File: config.mk
export PLATFORM = sky130hd
export DESIGN_NAME = simt_div_mask
export DESIGN_NICKNAME = d
export VERILOG_FILES = /design/src/rtl/simt_mask_pkg.sv /design/src/rtl/simt_pred_pick.sv /design/src/rtl/simt_mask_step.sv /design/src/rtl/simt_wave_ctx.sv /design/src/rtl/simt_div_mask.sv
export SDC_FILE = /design/constraint.sdc
export NUM_CORES = 2
export LEC_CHECK = 0
export BUFFER_PORTS_ARGS = -buffer_cell sky130_fd_sc_hd__buf_4
export CORE_UTILIZATION = 41
export DETAILED_ROUTE_END_ITERATION = 8
export GPL_TIMING_DRIVEN = 0
export PLACE_DENSITY = 0.68
export SETUP_SLACK_MARGIN = 0.1
export SYNTH_ARGS = -nofsm -noshare
export SYNTH_HDL_FRONTEND = slang
export SYNTH_SLANG_ARGS = --single-unit
File: constraint.sdc
create_clock -name clk -period 21.2 [get_ports clk]
set_input_delay 4.24 -clock clk [delete_from_list [all_inputs] [get_ports clk]]
set_output_delay 4.24 -clock clk [all_outputs]
set_load 0.1 [all_outputs]
File: src/rtl/simt_mask_pkg.sv
package simt_mask_pkg;

  typedef enum logic [2:0] {
    OP_IF      = 3'd0,
    OP_ELSE    = 3'd1,
    OP_ENDIF   = 3'd2,
    OP_LOOP    = 3'd3,
    OP_BREAK   = 3'd4,
    OP_CONT    = 3'd5,
    OP_ENDLOOP = 3'd6,
    OP_NONE    = 3'd7
  } ctl_op_e;

endpackage

File: src/rtl/simt_pred_pick.sv
module simt_pred_pick #(
  parameter int LANES = 8,
  parameter int PREDS = 4,
  parameter int PSW   = (PREDS > 1) ? $clog2(PREDS) : 1
) (
  input  logic [PREDS*LANES-1:0] bank,
  input  logic [PSW-1:0]         sel,
  input  logic                   neg,
  output logic [LANES-1:0]       lanes
);

  // Pick register sel, then invert it when asked.
  function automatic logic [LANES-1:0] pick(input logic [PREDS*LANES-1:0] b,
                                            input logic [PSW-1:0] s,
                                            input logic n);
    return b[s*LANES +: LANES] ^ {LANES{n}};
  endfunction

  assign lanes = pick(bank, sel, neg);

endmodule

File: src/rtl/simt_mask_step.sv
module simt_mask_step
  import simt_mask_pkg::*;
#(
  parameter int LANES = 8,
  parameter int DEPTH = 32,
  parameter int SPW   = $clog2(DEPTH + 1),
  parameter int EW    = 3 * LANES + 1
) (
  input  logic [2:0]       op_code,
  input  logic [LANES-1:0] pl,
  input  logic [LANES-1:0] cur,
  input  logic [LANES-1:0] live,
  input  logic [LANES-1:0] off,
  input  logic [EW-1:0]    top,
  input  logic [SPW-1:0]   sp,
  output logic [LANES-1:0] nxt_cur,
  output logic [LANES-1:0] nxt_live,
  output logic [LANES-1:0] nxt_off,
  output logic             do_push,
  output logic             do_pop,
  output logic [EW-1:0]    push_ent,
  output logic             go_back,
  output logic             fault
);

  // Entry layout: [EW-1] loop kind, then fields a, b, c from high to low.
  function automatic logic ent_is_loop(input logic [EW-1:0] e);
    return e[EW-1];
  endfunction
  function automatic logic [LANES-1:0] ent_a(input logic [EW-1:0] e);
    return e[2*LANES +: LANES];
  endfunction
  function automatic logic [LANES-1:0] ent_b(input logic [EW-1:0] e);
    return e[LANES +: LANES];
  endfunction
  function automatic logic [LANES-1:0] ent_c(input logic [EW-1:0] e);
    return e[0 +: LANES];
  endfunction
  function automatic logic [EW-1:0] mk_ent(input logic k, input logic [LANES-1:0] a,
                                           input logic [LANES-1:0] b,
                                           input logic [LANES-1:0] c);
    return {k, a, b, c};
  endfunction
  // Lanes that leave: currently enabled and predicate set.
  function automatic logic [LANES-1:0] leavers(input logic [LANES-1:0] m,
                                               input logic [LANES-1:0] p);
    return m & p;
  endfunction

  ctl_op_e opc;
  logic    full, empty;

  assign opc   = ctl_op_e'(op_code);
  assign full  = (sp == SPW'(DEPTH));
  assign empty = (sp == '0);

  always_comb begin
    nxt_cur  = cur;
    nxt_live = live;
    nxt_off  = off;
    do_push  = 1'b0;
    do_pop   = 1'b0;
    push_ent = '0;
    go_back  = 1'b0;
    fault    = 1'b0;
    case (opc)
      OP_IF: begin
        if (full) fault = 1'b1;
        else begin
          do_push  = 1'b1;
          push_ent = mk_ent(1'b0, cur, leavers(cur, pl), '0);
          nxt_cur  = cur & pl;
        end
      end
      OP_ELSE: begin
        if (empty || ent_is_loop(top)) fault = 1'b1;
        else nxt_cur = ent_a(top) & ~ent_b(top) & ~off;
      end
      OP_ENDIF: begin
        if (empty || ent_is_loop(top)) fault = 1'b1;
        else begin
          do_pop  = 1'b1;
          nxt_cur = ent_a(top) & ~off;
        end
      end
      OP_LOOP: begin
        if (full) fault = 1'b1;
        else begin
          do_push  = 1'b1;
          push_ent = mk_ent(1'b1, cur, live, off);
          nxt_live = cur;
          nxt_off  = '0;
        end
      end
      OP_BREAK: begin
        nxt_cur  = cur & ~pl;
        nxt_live = live & ~leavers(cur, pl);
        nxt_off  = off | leavers(cur, pl);
      end
      OP_CONT: begin
        nxt_cur = cur & ~pl;
        nxt_off = off | leavers(cur, pl);
      end
      OP_ENDLOOP: begin
        if (empty || !ent_is_loop(top)) fault = 1'b1;
        else if (live != '0) begin
          go_back = 1'b1;
          nxt_cur = live;
          nxt_off = '0;
        end else begin
          do_pop   = 1'b1;
          nxt_cur  = ent_a(top);
          nxt_live = ent_b(top);
          nxt_off  = ent_c(top);
        end
      end
      default: ;
    endcase
  end

endmodule

File: src/rtl/simt_wave_ctx.sv
module simt_wave_ctx #(
  parameter int LANES = 8,
  parameter int DEPTH = 32,
  parameter int SPW   = $clog2(DEPTH + 1),
  parameter int EW    = 3 * LANES + 1
) (
  input  logic             clk,
  input  logic             rst_n,
  input  logic             en,
  input  logic             push,
  input  logic             pop,
  input  logic [LANES-1:0] nxt_cur,
  input  logic [LANES-1:0] nxt_live,
  input  logic [LANES-1:0] nxt_off,
  input  logic [EW-1:0]    push_ent,
  output logic [LANES-1:0] cur,
  output logic [LANES-1:0] live,
  output logic [LANES-1:0] off,
  output logic [EW-1:0]    top,
  output logic [SPW-1:0]   sp
);

  localparam int AW = (DEPTH > 1) ? $clog2(DEPTH) : 1;

  logic [EW-1:0]  mem [DEPTH];
  logic [SPW-1:0] sp_m1;

  assign sp_m1 = sp - SPW'(1);
  assign top   = (sp == '0) ? '0 : mem[sp_m1[AW-1:0]];

  always_ff @(posedge clk) begin
    if (!rst_n) begin
      cur  <= '1;
      live <= '1;
      off  <= '0;
      sp   <= '0;
    end else if (en) begin
      cur  <= nxt_cur;
      live <= nxt_live;
      off  <= nxt_off;
      if (push)     sp <= sp + SPW'(1);
      else if (pop) sp <= sp_m1;
    end
  end

  always_ff @(posedge clk) begin
    if (en && push) mem[sp[AW-1:0]] <= push_ent;
  end


  sp_bound_chk: assert property (@(posedge clk) disable iff (!rst_n)
    sp <= SPW'(DEPTH));


  no_push_pop_clash_chk: assert property (@(posedge clk) disable iff (!rst_n)
    en |-> !(push && pop));

endmodule

File: src/rtl/simt_div_mask.sv
module simt_div_mask
  import simt_mask_pkg::*;
#(
  parameter int LANES = 8,
  parameter int WAVES = 4,
  parameter int DEPTH = 32,
  parameter int PREDS = 4
) (
  input  logic                                  clk,
  input  logic                                  rst_n,
  input  logic                                  op_valid,
  input  logic [2:0]                            op_code,
  input  logic [((WAVES > 1) ? $clog2(WAVES) : 1)-1:0] wave_sel,
  input  logic [PREDS*LANES-1:0]                pred_bank,
  input  logic [((PREDS > 1) ? $clog2(PREDS) : 1)-1:0] pred_sel,
  input  logic                                  pred_neg,
  output logic [LANES-1:0]                      active_mask,
  output logic                                  loop_back,
  output logic                                  stack_err
);

  localparam int WSW = (WAVES > 1) ? $clog2(WAVES) : 1;
  localparam int PSW = (PREDS > 1) ? $clog2(PREDS) : 1;
  localparam int SPW = $clog2(DEPTH + 1);
  localparam int EW  = 3 * LANES + 1;

  logic [LANES-1:0] w_cur  [WAVES];
  logic [LANES-1:0] w_live [WAVES];
  logic [LANES-1:0] w_off  [WAVES];
  logic [EW-1:0]    w_top  [WAVES];
  logic [SPW-1:0]   w_sp   [WAVES];

  logic [LANES-1:0] sel_pl;
  logic [LANES-1:0] nxt_cur, nxt_live, nxt_off;
  logic [EW-1:0]    push_ent;
  logic             do_push, do_pop, go_back, fault;
  logic             accept;

  simt_pred_pick #(.LANES(LANES), .PREDS(PREDS), .PSW(PSW)) u_pick (
    .bank  (pred_bank),
    .sel   (pred_sel),
    .neg   (pred_neg),
    .lanes (sel_pl)
  );

  simt_mask_step #(.LANES(LANES), .DEPTH(DEPTH), .SPW(SPW), .EW(EW)) u_step (
    .op_code  (op_code),
    .pl       (sel_pl),
    .cur      (w_cur[wave_sel]),
    .live     (w_live[wave_sel]),
    .off      (w_off[wave_sel]),
    .top      (w_top[wave_sel]),
    .sp       (w_sp[wave_sel]),
    .nxt_cur  (nxt_cur),
    .nxt_live (nxt_live),
    .nxt_off  (nxt_off),
    .do_push  (do_push),
    .do_pop   (do_pop),
    .push_ent (push_ent),
    .go_back  (go_back),
    .fault    (fault)
  );

  assign accept = op_valid && !fault;

  for (genvar g = 0; g < WAVES; g++) begin : g_wave
    logic mine;
    assign mine = accept && (wave_sel == WSW'(g));

    simt_wave_ctx #(.LANES(LANES), .DEPTH(DEPTH), .SPW(SPW), .EW(EW)) u_ctx (
      .clk      (clk),
      .rst_n    (rst_n),
      .en       (mine),
      .push     (do_push),
      .pop      (do_pop),
      .nxt_cur  (nxt_cur),
      .nxt_live (nxt_live),
      .nxt_off  (nxt_off),
      .push_ent (push_ent),
      .cur      (w_cur[g]),
      .live     (w_live[g]),
      .off      (w_off[g]),
      .top      (w_top[g]),
      .sp       (w_sp[g])
    );


    other_wave_hold_chk: assert property (@(posedge clk) disable iff (!rst_n)
      !(op_valid && wave_sel == WSW'(g)) |=> $stable(w_cur[g]) && $stable(w_sp[g]));


    fault_hold_chk: assert property (@(posedge clk) disable iff (!rst_n)
      (op_valid && fault && wave_sel == WSW'(g)) |=> $stable(w_cur[g]) && $stable(w_sp[g]));


    narrow_only_chk: assert property (@(posedge clk) disable iff (!rst_n)
      (mine && (op_code == 3'(OP_IF) || op_code == 3'(OP_BREAK) || op_code == 3'(OP_CONT)))
      |=> ((w_cur[g] & ~$past(w_cur[g])) == '0));
  end

  assign active_mask = w_cur[wave_sel];

  always_ff @(posedge clk) begin
    if (!rst_n) begin
      loop_back <= 1'b0;
      stack_err <= 1'b0;
    end else begin
      loop_back <= accept && go_back;
      stack_err <= stack_err || (op_valid && fault);
    end
  end


  loop_back_src_chk: assert property (@(posedge clk) disable iff (!rst_n)
    loop_back |-> ($past(op_valid) && $past(op_code) == 3'(OP_ENDLOOP)));


  err_sticky_chk: assert property (@(posedge clk) disable iff (!rst_n)
    stack_err |=> stack_err);

endmodule

* After elaboration in Yosys (flattened, before gate mapping) *
Memories as Yosys holds them, arrays and structs flattened.
Index checks and enable logic that the tools add are counted.

word-level totals
  output and inout bits = 10
  bits in writable memories = 3200
  logic and storage cells = 152
  memories kept = 4
  flip-flop bits (word level) = 122
  input port bits = 43

memories
  name                 depth  bits a word  read ports  clocked after Yosys merged registers in  write ports  RTL line             RTL
  g_wave[0].u_ctx.mem  32     25           1           0                                        1            simt_wave_ctx.sv:25  logic [EW-1:0] mem [DEPTH];
  g_wave[1].u_ctx.mem  32     25           1           0                                        1            simt_wave_ctx.sv:25
  g_wave[2].u_ctx.mem  32     25           1           0                                        1            simt_wave_ctx.sv:25
  g_wave[3].u_ctx.mem  32     25           1           0                                        1            simt_wave_ctx.sv:25

operators by class
  shift-type cells = 1
  reductions and logical operators = 32
  equality and inequality tests = 10
  bitwise gates (word level) = 13
  add/subtract/negate cells = 8
  mux-type cells = 65
  order comparisons = 1

operator list
  cell                                              number
  two-way mux 25 bit                                7
  two-way mux 8 bit                                 17
  two-way mux 6 bit                                 10
  binary-select mux 25 bit (select 2 bit)           1
  one-hot mux 25 bit (2 select lines)               1
  bitwise AND 8 bit                                 6
  binary-select mux 8 bit (select 2 bit)            3
  one-hot mux 8 bit (3 select lines)                2
  one-hot mux 8 bit (5 select lines)                1
  NOT 8 bit                                         4
  indexed part select 32 x 6 -> 8 bit               1
  logical NOT 6 bit                                 5
  adder 6 x 1 -> 6 bit, second input constant       4
  two-way mux 24 bit                                1
  subtractor 6 x 1 -> 6 bit, second input constant  4
  two-way mux 1 bit                                 19
  binary-select mux 6 bit (select 2 bit)            1
  logical AND 1 bit                                 11
  == test 3 bit, second input constant              3
  bitwise OR 8 bit                                  1
  AND reduction 2 bit                               4
  nonzero test 8 bit                                1
  bitwise XOR 8 bit                                 1
  == test 3 x 2 -> 1 bit, second input constant     2
  14 further kinds                                  20

* Depth between registers and ports, before layout *
An unclocked memory read counts as a cell.

  word-level depth = 16
  depth in mapped cells = 22
  gate-level depth less buffers = 11

* Hierarchy *
From an unflattened synthesis, not the netlist that was laid out.

second synthesis, totals
  cell total of the unflattened synthesis = 6587
  area total of the unflattened synthesis = 133058.9 um^2

modules (own cells, without submodules)
  module                                cells each  sequential area each (um^2)  area each (um^2)  instances
  simt_wave_ctx at g_wave[1].u_ctx ...  1570        24623.6                      32502.4           3
  simt_wave_ctx at g_wave[0].u_ctx      1570        24623.6                      32503.7           1
  simt_div_mask                         79          40.0                         1442.6            1
  simt_mask_step                        209         0.0                          1335.0            1
  simt_pred_pick                        19          0.0                          270.3             1

* Least setup slack after synthesis *
Ideal clock, no wire load.

  kind = input to register
  start point = in wave_sel[0] (netlist bit)
  end point = mem g_wave[0].u_ctx.mem[0][13] (netlist bit), data pin
  arrival time = 11.278 ns
  stages = 6
  required time = 19.972 ns
  buffers on the path = 3
  slack = 8.694 ns
  setup time = 1.228 ns
  cell sequence = buf_2 > buf_2 > buf_1 > mux4_2 > inv_1 > o31ai_1

between the ends
  word-level cells in the longest chain between the ends = 7
  elaborated cells between the ends (all ways) = 15
  classes of those cells = eq/ne: 1; mux: 12; bitwise: 2

ends and longest elaborated chain
  item                                    RTL line              RTL
  start: declaration                      simt_div_mask.sv:13   input logic [((WAVES > 1) ? $clog2(WAVES) : 1)-1:0] wave_sel,
  NOT 2 -> 3 bit                          n/a
  binary-select mux 8 bit (select 2 bit)  n/a
  two-way mux 8 bit (2 in series)         n/a
  net active_mask[5]                      simt_div_mask.sv:17   output logic [LANES-1:0] active_mask,
  bitwise AND 8 bit                       simt_mask_step.sv:47  return m & p;
  two-way mux 24 bit                      simt_mask_step.sv:68  if (full) fault = 1'b1;
  one-hot mux 25 bit (2 select lines)     simt_mask_step.sv:66  case (opc)
  net g_wave[0].u_ctx.push_ent[13]        simt_wave_ctx.sv:15   input logic [EW-1:0] push_ent,
  end: declaration                        simt_wave_ctx.sv:25

The timed path passes the listed nets, and every way through them passes these cells. The select of a mux whose other input is x is not followed.

* Final worst setup path *
  start point = in wave_sel[0] (netlist bit)
  end point = out active_mask[1]

between the ends
  word-level cells in the longest chain between the ends = 4

ends and longest elaborated chain
  item                                                   RTL line              RTL
  NOT 2 -> 3 bit (implied by the code)                   simt_div_mask.sv:101  assign active_mask = w_cur[wave_sel];
  binary-select mux 8 bit (select 2 bit)                 simt_div_mask.sv:101
  two-way mux 8 bit (implied by the code) (2 in series)  simt_div_mask.sv:101
  end: declaration                                       simt_div_mask.sv:17

No other way between the ends. The select of a mux whose other input is x is not followed.

==> results.ini <==
[status]
outcome = complete, but fails checks
violations = capacitance limit, slew limit

[worst_setup_path]
arrival_ns = 7.19
crit_type = in -> out
cp.required_ns = 16.96
start_kind = input port
cp_max_fo = 10
crit_path_end_kind = output port

[synthesis]
synth.most_common_cell = edfxtp_1
syn_nets = 6471
yosys-top-cells-count = 3200 x edfxtp_1, 907 x mux4_2, 434 x nand2_1
ys_ff_latch = 3322
synth_edf_count = 3200
netlist.area_leader.share_pct = 73.2
synth-main-ff-cell = edfxtp_1
synth_compound_gate_area_share_pct = 2.52
synth_top_family_by_area = multiplexers
synth_area_leaders = edfxtp_1 73%, mux4_2 16%, dfxtp_1 1.9%
synth_adder_area_share_pct = 0.191
synth_simple_gate_area_share_pct = 4.00
synth_cell_type_count = 86
synth_xor_area_share_pct = 0.251
synth_top_area_cell = edfxtp_1
syn_area_per_cell_um2 = 20.5
yosys_warnings = 0
synth_seq_area_share_pct = 75.1
synthesis.area_um2 = 131000
synthMuxAreaShare_pct = 16.6
synthCells = 6408
async_flop_share_pct = 0

[timing]
tightest_slew_ns = 1.49
min_period_over_period_pct = 53.9
slew_viol_final = 1
fin_ws_ns = 9.77
slew_headroom_pct = -0.250
fmax_mhz = 87.5
rsz0062_at_grt = false
final-setup-viol-count = 0
layout_min_cycle_time_ns = 11.43
finalHoldViolations = 0
fin_setup_tns_ns = 0
fin_skew_ns = 0.0875

[placed_design]
io_buffers = 48
gp_congestion = 0.991
placed_cell_area_um2 = 143000
dp.final_hpwl_mm = 270
place_ws_ns = 9.82
place_inst = 10800

[die]
start_util_pct = 41.2
core_um2 = 318000
die_w_um = 568
die_h_um = 568
die-area_um2 = 322000
rows = 207
io_pins = 53

[global_routing]
grt_antenna_before_repair = 34
grt_pass1_wl_mm = 553
grt_max_degree = 113
grt_overflow = 0
grt_pass1_vias = 70500
grt.total_usage_pct = 24.6

[final_layout]
design_area_um2 = 153000
drive_gt1_share_pct = 27.9
final_core_util_pct = 48.2
final_nets = 7072
area_growth_pct = 16.8
nFillCells = 25100
final_cell_count_no_fill = 11400

[clocking]
clk_pin_slew_ns = 0.06
cts_hold_buf = 0
cts-htree-levels = 5
ctsResizeCount = 0
post_cts_buffers = 0
cts_tree = built
clk_latency_ns = 1.01
numCtsBuffers = 344
clk_path_buf_depth = 4
root_buffer = clkbuf_16
cts_sinks = 3322

[route]
drtAntennaViolNets = 0
vias = 71300
drc = 0
totalWireLength_mm = 399
detail_route.wl_per_cell_um = 34.9
vias_per_cell = 6.23
drtPass1Iterations = 6
drt_iter0_drc = 10500

[power_and_ir_drop]
leakage_nw = 47.5
power.density_nw_per_um2 = 90.3
vdd_ir_drop_max_mv = 0.0948

[run]
cap_violations = 2

[min_path]
hold_path_class = reg -> reg

## cell families (layout without fill, tap and decap cells)
| family | Yosys count | count (layout) |
|---|---|---|
| compound gates | 462 | 462 |
| flops | 3322 | 3322 |
| mux | 1037 | 1037 |
| buf+inv | 406 | 1251 |
| xor+xnor | 35 | 35 |
| simple gates | 1126 | 1126 |
| other cells | 0 | 13 |
| fa+ha+maj | 20 | 20 |
## final cells by class
class / instances / area (µm²) / share of cell area (%)
diodes: 13 / 32.5 / 0.0212
plain buffers: 376 / 1770 / 1.15
clock buffers: 408 / 8980 / 5.85
clock inverters: 182 / 1830 / 1.19
inverters: 30 / 113 / 0.0734
multi-input cells: 2680 / 32100 / 20.9
flip-flops and latches: 3322 / 98500 / 64.2
well taps: 4180 / 5230 / 3.41
repair buffers: 255 / 4790 / 3.12
## cells in the final DEF (no fill, tap or decap), types with 73 or more instances in the layout
cell and n:
edfxtp_1 3200, mux4_2 907, nand2_1 434, clkbuf_16 350
clkbuf_1 224, buf_2 148, nand3_1 139, nor2_4 131
mux2i_1 127, dfxtp_1 122, nor2_1 120, buf_12 88
buf_16 82, buf_4 81, a21oi_1 73
## routing by layer
layer / vias up / track usage, % / routed length [µm]
li1: 28000 / - / -
met1: 37600 / 32.0 / 146000
met2: 4747 / 39.0 / 188000
met3: 959 / 5.68 / 43400
met4: 22 / 12.0 / 22600
met5: - / 0 / 163
## final timing paths
path	cells after the start	startpoint	slack, ns	endpoint
worst max register to register	17	g_wave[1].u_ctx.sp[0]	12.58	g_wave[3].u_ctx.cur[3]
worst min-delay path	2	g_wave[0].u_ctx.off[2]	0.46	g_wave[0].u_ctx.off[2]
worst max-delay path	6	wave_sel[0]	9.77	active_mask[1]
worst min register to register	2	g_wave[0].u_ctx.off[2]	0.46	g_wave[0].u_ctx.off[2]
## worst max-delay path, cell delays in order
cell and delay [ns]:
buf_4 0.12, buf_2 0.29, buf_2 0.44, buf_1 0.89
mux4_2 0.84, buf_4 0.32
## state kept, by name (all words and copies together) (netlist names)
signal             cells
g_wave.u_ctx.cur      32
g_wave.u_ctx.live     32
g_wave.u_ctx.mem    3200
g_wave.u_ctx.off      32
g_wave.u_ctx.sp       24
loop_back              1
stack_err              1
## power breakdown
| group | leakage (nW) | switching, mW | total (mW) | internal, mW |
|---|---|---|---|---|
| Clock | 5.27 | 2.49 | 5.91 | 3.43 |
| Combinational | 12.3 | 0.501 | 0.709 | 0.208 |
| Sequential | 29.9 | 0.00714 | 7.22 | 7.22 |
| Total | 47.5 | 2.99 | 13.8 | 10.9 |
## per-stage QoR
| stage | hold WS (ns) | total power, mW |
|---|---|---|
| 6_report | 0.464 | 13.8 |
| 5_1_grt | 0.497 | 14.1 |
| 4_1_cts | 0.465 | 13.9 |
| 3_5_place_dp | 0.456 | 8.06 |
| 3_3_place_gp | 0.445 | 8.05 |
| 2_1_floorplan | 0.435 | 7.75 |
Note: power is estimated with default switching activity, not from simulation.
